<file path="src/rtl/afp_pkg.sv">
package afp_pkg;
  localparam int DATA_W  = 32;
  localparam int LANES   = DATA_W / 8;
  localparam int ADDR_W  = 5;

  // Byte lane i is taken from the data when its active-low enable is 0.
  function automatic logic [DATA_W-1:0] lane_merge(input logic [DATA_W-1:0] d,
                                                   input logic [LANES-1:0]  en_n);
    logic [DATA_W-1:0] r;
    r = '0;
    for (int i = 0; i < LANES; i++)
      if (!en_n[i]) r[8*i +: 8] = d[8*i +: 8];
    return r;
  endfunction

  // Port decode: select low, matching word, at least one lane enabled.
  function automatic logic port_hit(input logic              sel_n,
                                    input logic [ADDR_W-1:0] wa,
                                    input logic [ADDR_W-1:0] match,
                                    input logic [LANES-1:0]  en_n);
    return !sel_n && (wa == match) && (en_n != {LANES{1'b1}});
  endfunction
endpackage

</file>
<file path="src/rtl/afp_strobe_sync.sv">
module afp_strobe_sync #(
  parameter int STAGES = 2
) (
  input  logic clk,
  input  logic rst_n,
  input  logic strobe_n,
  input  logic access,
  output logic acc_sync,
  output logic rel_pulse
);
  logic [STAGES-1:0] acc_ch;
  logic [STAGES-1:0] stb_ch;
  logic              acc_last;

  always_ff @(posedge clk or negedge rst_n) begin
    if (!rst_n) begin
      acc_ch   <= '0;
      stb_ch   <= '1;
      acc_last <= 1'b0;
    end else begin
      acc_ch   <= {acc_ch[STAGES-2:0], access};
      stb_ch   <= {stb_ch[STAGES-2:0], strobe_n};
      acc_last <= acc_ch[STAGES-1];
    end
  end

  assign acc_sync  = acc_ch[STAGES-1];
  // Access ended and strobe is high: the strobe rose while the access was decoded.
  assign rel_pulse = acc_last && !acc_sync && stb_ch[STAGES-1];
endmodule

</file>
<file path="src/rtl/afp_fifo_store.sv">
module afp_fifo_store
  import afp_pkg::*;
#(
  parameter int DEPTH = 8
) (
  input  logic              clk,
  input  logic              rst_n,
  input  logic              push,
  input  logic [DATA_W-1:0] push_data,
  input  logic              pop,
  output logic [DATA_W-1:0] head,
  output logic              empty,
  output logic              full
);
  localparam int PW = $clog2(DEPTH);
  localparam int CW = PW + 1;

  logic [DATA_W-1:0] mem [DEPTH];
  logic [PW-1:0]     wr_ptr, rd_ptr;
  logic [CW-1:0]     count;

  function automatic logic [PW-1:0] ptr_next(input logic [PW-1:0] p);
    return (p == PW'(DEPTH - 1)) ? '0 : p + 1'b1;
  endfunction

  always_ff @(posedge clk) begin
    if (push) mem[wr_ptr] <= push_data;
  end

  always_ff @(posedge clk or negedge rst_n) begin
    if (!rst_n) begin
      wr_ptr <= '0;
      rd_ptr <= '0;
      count  <= '0;
    end else begin
      if (push) wr_ptr <= ptr_next(wr_ptr);
      if (pop)  rd_ptr <= ptr_next(rd_ptr);
      case ({push, pop})
        2'b10:   count <= count + 1'b1;
        2'b01:   count <= count - 1'b1;
        default: count <= count;
      endcase
    end
  end

  assign head  = mem[rd_ptr];
  assign empty = (count == '0);
  assign full  = (count == CW'(DEPTH));
endmodule

</file>
<file path="src/rtl/addon_fifo_port.sv">
module addon_fifo_port
  import afp_pkg::*;
#(
  parameter int              DEPTH     = 8,
  parameter int              SYNC_STG  = 2,
  parameter logic [ADDR_W-1:0] PORT_WORD = 5'h08
) (
  input  logic              clk,
  input  logic              rst_n,
  input  logic              sync_mode,
  input  logic [ADDR_W-1:0] word_addr,
  input  logic [LANES-1:0]  be_n,
  input  logic              sel_n,
  input  logic              rd_n,
  input  logic              wr_n,
  input  logic [DATA_W-1:0] dq_in,
  output logic [DATA_W-1:0] dq_out,
  output logic              dq_oe,
  output logic              empty
);
  logic              hit;
  logic              rd_acc, wr_acc;
  logic              rd_acc_s, rd_rel;
  logic              wr_acc_s, wr_rel;
  logic [DATA_W-1:0] cap_data;
  logic [DATA_W-1:0] push_data;
  logic [DATA_W-1:0] head;
  logic              full;
  logic              pop_evt, push_evt;

  assign hit    = port_hit(sel_n, word_addr, PORT_WORD, be_n);
  assign rd_acc = hit && !rd_n;
  assign wr_acc = hit && !wr_n;

  afp_strobe_sync #(.STAGES(SYNC_STG)) u_rsync (
    .clk(clk), .rst_n(rst_n), .strobe_n(rd_n), .access(rd_acc),
    .acc_sync(rd_acc_s), .rel_pulse(rd_rel)
  );

  afp_strobe_sync #(.STAGES(SYNC_STG)) u_wsync (
    .clk(clk), .rst_n(rst_n), .strobe_n(wr_n), .access(wr_acc),
    .acc_sync(wr_acc_s), .rel_pulse(wr_rel)
  );

  // Write data is captured while the synchronized write access is seen.
  always_ff @(posedge clk or negedge rst_n) begin
    if (!rst_n)        cap_data <= '0;
    else if (wr_acc_s) cap_data <= lane_merge(dq_in, be_n);
  end

  assign pop_evt   = (sync_mode ? rd_acc : rd_rel) && !empty;
  assign push_evt  = (sync_mode ? wr_acc : wr_rel) && !full;
  assign push_data = sync_mode ? lane_merge(dq_in, be_n) : cap_data;

  afp_fifo_store #(.DEPTH(DEPTH)) u_store (
    .clk(clk), .rst_n(rst_n), .push(push_evt), .push_data(push_data),
    .pop(pop_evt), .head(head), .empty(empty), .full(full)
  );

  assign dq_oe  = rd_acc;
  assign dq_out = (rd_acc && !empty) ? head : '0;
endmodule

</file>
<file path="config.mk">
export PLATFORM = sky130hd
export DESIGN_NAME = addon_fifo_port
export DESIGN_NICKNAME = d
export VERILOG_FILES = /design/src/rtl/afp_pkg.sv /design/src/rtl/afp_strobe_sync.sv /design/src/rtl/afp_fifo_store.sv /design/src/rtl/addon_fifo_port.sv
export SDC_FILE = /design/constraint.sdc
export NUM_CORES = 1
export LEC_CHECK = 0
export ABC_AREA = 1
export BUFFER_PORTS_ARGS = -buffer_cell sky130_fd_sc_hd__buf_2
export CORE_MARGIN = 2
export CORE_UTILIZATION = 50
export CTS_CLUSTER_SIZE = 8
export DETAILED_ROUTE_END_ITERATION = 12
export PLACE_DENSITY = 0.75
export SLEW_MARGIN = 5
export SYNTH_ARGS = -nofsm -noshare
export SYNTH_HDL_FRONTEND = slang
export SYNTH_SLANG_ARGS = --single-unit
export TNS_END_PERCENT = 30
</file>
<file path="constraint.sdc">
create_clock -name clk -period 5.9 [get_ports clk]
set_clock_uncertainty 0.05 [all_clocks]
set_input_delay 0 -clock clk [delete_from_list [all_inputs] [get_ports clk]]
set_output_delay 0 -clock clk [all_outputs]
set_load 0.01 [all_outputs]
</file>
==> results of run 1 <==
cell type report:
class / instances / area (um2)
clock buffers: 61 / 1190
clock inverters: 3 / 47.5
fillers: 1935 / 10300
inverters: 59 / 224
multi-input cells: 788 / 3500
flip-flops and latches: 308 / 9000
well taps: 335 / 419
repair buffers: 164 / 1220
final timing paths:
kind / start / to / slack (ns) / depth (start not counted)
worst max-delay path: word_addr[2] / u_store.mem[2][0]$_DFFE_PP_ / 2.25 / 10
worst min-delay path: rst_n / cap_data[12]$_DFFE_PN0P_ / 0.06 / 3
worst max register to register: u_wsync.acc_ch[1]$_DFF_PN0_ / u_store.count[3]$_DFFE_PN0P_ / 2.86 / 12
worst min register to register: u_wsync.acc_ch[0]$_DFF_PN0_ / u_wsync.acc_ch[1]$_DFF_PN0_ / 0.30 / 0
max in group asynchronous: rst_n / u_store.rd_ptr[0]$_DFFE_PN0P_ / 5.19 / 3
min in group clk: rd_n / u_rsync.stb_ch[0]$_DFF_PN1_ / 0.12 / 2
where the power goes:
group	leakage, uW	internal (uW)	switching, uW
Clock	0.000597	1420	854
Combinational	0.00280	511	1250
Sequential	0.00290	2630	143
Total	0.00630	4560	2250
sequential cells by signal (all words and copies together), names as in the netlist:
| name | count |
|---|---|
| u_store.mem | 256 |
| u_rsync.acc_last | 1 |
| u_wsync.acc_last | 1 |
| cap_data | 32 |
| u_wsync.stb_ch | 2 |
| u_rsync.acc_ch | 2 |
| u_rsync.stb_ch | 2 |
| u_store.rd_ptr | 3 |
| u_store.wr_ptr | 3 |
| u_wsync.acc_ch | 2 |
| u_store.count | 4 |
per-stage QoR:
step	setup WS, ns	std cells
after global placement	3.02	1580
after CTS	2.42	1718
after floorplan	3.02	1225
after global routing	2.06	1718
after detailed placement	2.90	1580
final	2.25	1718
layer usage:
| metal | global-route usage | wire [um] |
|---|---|---|
| met3 | 0.0417 | 2320 |
| met4 | 0.0722 | 647 |
| met1 | 0.301 | 12700 |
| met2 | 0.375 | 15100 |
| met5 | 0 | 0 |
logic make-up after synthesis:
family                     share of synthesized area
buffers and inverters                         0.0507
adders and majority gates                    0.00822
and+or+nand+nor                                0.223
DFF                                            0.687
AOI/OAI and AO/OA                             0.0290
xor gates and xnor gates                     0.00201
repair_timing:
action	in CTS	in global routing
buffers inserted	0	0
resized for setup	0	0
endpoints found under the hold margin	109	0
hold buffers	74	0
synth_stat cells (2+ instances only):
library cell,n
nor2_1,54
buf_6,14
o21ai_0,71
nand3b_1,2
buf_4,10
dfrtp_1,48
nand2_1,440
inv_2,2
buf_1,11
nand3_2,2
nand2_2,2
xnor2_1,2
inv_1,56
clkbuf_1,19
nand3_1,198
ha_1,7
edfxtp_1,256
dfstp_2,4
buf_2,15
worst max-delay path: stages:
cell           delay (ns)
dlygate4sd3_1        0.55
buf_2                0.12
or2_0                0.20
dlygate4sd3_1        0.58
nor2_1               0.28
dlygate4sd3_1        0.60
nand3_1              0.12
nand2_2              0.15
nand3_2              0.22
nor2_4               0.90
==> results.toml, run 1 <==
[sta]
hold-worst-slack_ns = 0.0643
setup-tns-final_ns = 0
fmax_ghz = 0.274
min_period_ns = 3.65
finalCritPeriodShare = 0.619
rsz0062_at_grt = "false"
drv_slew = 0
max-slew-margin-rel = 0.0503
setup_violations = 0
worstMarginPinSlew_ns = 1.41
hold_viol_final = 0

[pwr]
total_power_uw = 6810
peakVddDrop_v = 0.000367
p_leak_uw = 0.00630
power.density_nw_per_um2 = 437

[clocking]
clockBufferDepth = 3
clk_pin_slew_ns = 0.05
clkLatencyLatePin_ns = 0.53
cts_tree = "done"
cts.sinks = 308
cts-root-buf = "clkbuf_16"
numCtsBuffers = 44
cts_max_level = 2

[critical_path]
start_kind = "input port"
path_class = "input port to register"
cp-end-kind = "register"
crit_fanout = 32
required_ns = 5.98
arrival_ns = 3.73

[flow_run]
drv_cap = 0

[yosys]
synthArstFlopShare = 0.169
synth_area_um2 = 13100
synth_nets = 1280
yosys_warnings = 0
synth_seq_cells = 308
synth.top_cell.area_share = 0.587
seq_area_frac_synth = 0.687
synth_ff_type = "edfxtp_1"
synth_top_cell_by_area = "edfxtp_1"
syn_inst = 1225
syn_avg_cell_area_um2 = 10.7
synth_edf_count = 256
ys_types = 31
ys_top_cells_by_area = "edfxtp_1 (59%), nand2_1 (13%), dfrtp_1 (9.2%), nand3_1 (7.6%), o21ai_0 (2.7%)"

[floorplanning]
initial_core_util = 0.505
core_um2 = 25900
rows = 59
dieArea_um2 = 27500
ios = 81
die_h_um = 166
die-width_um = 166

[placement]
io_buffers = 80
dp_hpwl_mm = 15.7
place.gp.congestion = 0.785
place_area_um2 = 13600

[final_layout]
final_common_cell = "nand2_1"
drive_gt1_frac = 0.117
design_area_um2 = 15600
nets = 1420
final_core_util = 0.602
final_cell_mix = "nand2_1 (440), edfxtp_1 (256), nand3_1 (198), buf_2 (80), dlygate4sd3_1 (74)"
diodes = 0
area_growth_syn_to_layout_pct = 19.1

[detailed_routing]
via_per_inst = 5.44
post_drt_wl_per_cell_um = 17.9
dr.pass1.iters = 5
num_vias = 9344
wirelength_mm = 30.7
antenna_left = 0
drt_iter0_drc = 980
drc = 0

[global_route]
grt_max_degree = 77
grt_usage = 0.225
grt_pass1_vias = 9311
grt_overflow = 0
antenna_found_initial = 0
grt_pass1_wl_mm = 49.2

[outcome]
outcome = "finished clean"

[hold_path]
min_path_type = "input port to asynchronous set/reset pin"
Note: power is estimated with default switching activity, not from simulation.
==> run 2: changes to the inputs <==
--- a/config.mk
+++ b/config.mk
@@ -11,7 +11,7 @@
 export CORE_UTILIZATION = 50
 export CTS_CLUSTER_SIZE = 8
 export DETAILED_ROUTE_END_ITERATION = 12
-export PLACE_DENSITY = 0.75
+export PLACE_DENSITY = 0.77
 export SLEW_MARGIN = 5
 export SYNTH_ARGS = -nofsm -noshare
 export SYNTH_HDL_FRONTEND = slang
==> constraint.sdc (replaced) <==
create_clock -name clk -period 3.15 [get_ports clk]
set_clock_uncertainty 0.05 [all_clocks]
set_input_delay 0 -clock clk [delete_from_list [all_inputs] [get_ports clk]]
set_output_delay 0 -clock clk [all_outputs]
set_load 0.01 [all_outputs]
==> run 2 against run 1 <==
Worst hold slack worse by 0.044 ns. Final area is 0.68% higher. Total power is 87% higher. Critical path depth is 2 higher. Sequential power is 83% higher. Utilization is 0.41 points higher. Count of clock-buffer cells in the layout stayed put. Die area stayed put. Clock power is 84% higher. Wire length is 1.3% lower. Critical endpoint is now dq_out[0]. Largest power group unchanged.
==> results.toml, run 2 (same netlist as run 1, synthesis figures left out) <==
[critical_path]
arrival_ns = 2.97
required_ns = 3.10
crit_path_cell_trace = "dlygate4sd3_1 -> buf_2 -> inv_1 -> nand2_1 -> dlygate4sd3_1 -> nor2_1 -> nand3_2 -> dlygate4sd3_1 -> inv_2 -> nand2_8 -> nor2_1 -> buf_2"
start_kind = "input port"
slowest_stage = "dlygate4sd3_1"
rrSetupSlack_ns = 0.70
cp.buffers_inverters = 7
crit_family = "buffers and inverters"
crit_fanout = 32
cp-end-kind = "primary output"
path_class = "input port to primary output"
critPathMaxStageDelay_ns = 0.59
crit_top_cell = "dlygate4sd3_1"

[final_layout]
design_area_um2 = 15700
final_cell_mix = "nand2_1 (440), edfxtp_1 (256), nand3_1 (198), buf_2 (80), o21ai_0 (71)"
area_growth_syn_to_layout_pct = 19.9
largest-register = "u_store.mem"
nets = 1428
diodes = 0
final_common_cell = "nand2_1"
drive_gt1_frac = 0.126
largest_reg_flops = 256
largestRegisters = "u_store.mem x256, cap_data x32, u_store.count x4"

[hold_path]
min_path_type = "input port to register"

[detailed_routing]
dr.pass1.iters = 5
post_drt_wl_per_cell_um = 17.6
drt_iter0_drc = 854
via_per_inst = 5.43
drc = 0
wirelength_mm = 30.3
antenna_left = 0
num_vias = 9358

[clocking]
cts_tree = "done"
cts-root-buf = "clkbuf_16"
clockBufferDepth = 3
cts_setup_buffers = 0
cts.sinks = 308
cts_max_level = 2
clk_pin_slew_ns = 0.05
numCtsBuffers = 44
clkLatencyLatePin_ns = 0.52

[pwr]
netSwitchingFraction = 0.326
p_leak_uw = 0.00636
internal_power_uw = 8590
peakVddDrop_v = 0.000726
comb_power_share = 0.274
clockPowerShare = 0.328
pwr-share-seq = 0.398
p_sw_uw = 4160
power.density_nw_per_um2 = 813

[floorplanning]
dieArea_um2 = 27500
die_h_um = 166
rows = 59
initial_core_util = 0.505
die-width_um = 166
core_um2 = 25900
ios = 81

[placement]
dp_hpwl_mm = 15.8
place_area_um2 = 13800
io_buffers = 80
place.gp.congestion = 0.754

[sta]
fmax_ghz = 0.332
finalCritPeriodShare = 0.958
min_period_ns = 3.02
max-slew-margin-rel = 0.161
rsz0062_at_grt = "false"
setup_violations = 0
setup-tns-final_ns = 0
drv_slew = 0
worstMarginPinSlew_ns = 1.24
hold_viol_final = 0

[global_route]
grt_pass1_vias = 9189
antenna_found_initial = 0
grt_max_degree = 132
use_met3 = 0.0357
grt_use_met2 = 0.364
grt_overflow = 0
grt-busiest-layer = "met2"
grt_pass1_wl_mm = 48.0
grt_usage = 0.220
grtUsageMet1 = 0.293

[flow_run]
drv_cap = 0

[outcome]
outcome = "finished clean"
-- run 2: changes by cell type in the layout (fill, tap and decap cells not counted), sizes merged --
cell / change
buf: +13
dlygate4sd3: -5
inv: -2
-- run 2: layout make-up --
| class | instances | area [um2] |
|---|---|---|
| clock buffers | 61 | 1190 |
| clock inverters | 1 | 30.0 |
| fillers | 1927 | 10200 |
| inverters | 59 | 224 |
| multi-input cells | 788 | 3510 |
| flip-flops and latches | 308 | 9000 |
| well taps | 335 | 419 |
| repair buffers | 172 | 1330 |
-- run 2: worst register-to-register path, cell delays in order (launching register included) --
cell	delay, ns
dfrtp_1	0.40
nor2_1	0.18
nand2_1	0.07
o21ai_0	0.14
inv_1	0.12
nand2_2	0.26
ha_1	0.31
ha_1	0.30
nand2_1	0.08
nand2_1	0.06
o21a_1	0.18
o21bai_1	0.13
nand2_1	0.06
-- run 2: final timing paths --
check	startpoint	endpoint	cells after the start
max	word_addr[4]	dq_out[0]	12
min	sync_mode	u_store.wr_ptr[2]$_DFFE_PN0P_	4
max reg2reg	u_store.count[1]$_DFFE_PN0P_	u_store.count[3]$_DFFE_PN0P_	12
min reg2reg	u_rsync.acc_ch[0]$_DFF_PN0_	u_rsync.acc_ch[1]$_DFF_PN0_	0
max in group asynchronous	rst_n	cap_data[31]$_DFFE_PN0P_	4
min in group asynchronous	rst_n	cap_data[2]$_DFFE_PN0P_	4
-- run 2: power by group through the flow --
stage,combinational (uW),sequential [uW],clock (uW)
floorplan,2630,5100,0
global placement,3330,5120,0
detailed placement,3420,5140,0
CTS,3490,5070,4220
global route,3970,5110,4410
finish,3490,5080,4180
-- run 2: metal layers --
layer / wire length [um] / up-vias
met5: 0 / -
met4: 948 / 0
met3: 2510 / 81
met2: 14700 / 431
met1: 12200 / 4420
li1: - / 4426
-- run 2: timing repair --
action / 4_1_cts / 5_1_grt
hold buffers: 69 / 0
endpoints found under the setup margin: 0 / 28
endpoints found under the hold margin: 114 / 0
gates resized for setup: 0 / 3
-- run 2: metrics by stage --
step / total power [uW] / std cells / worst slack [ns] / utilization / hold WS, ns
2_1_floorplan: 7730 / 1225 / 0.269 / - / -0.346
3_3_place_gp: 8460 / 1593 / 0.713 / 0.532 / -0.0427
3_5_place_dp: 8560 / 1593 / 0.692 / 0.532 / -0.0397
4_1_cts: 12800 / 1724 / 0.0913 / 0.605 / 0.000404
5_1_grt: 13500 / 1724 / 0.00588 / 0.606 / 0.0557
6_report: 12800 / 1724 / 0.134 / 0.606 / 0.0207
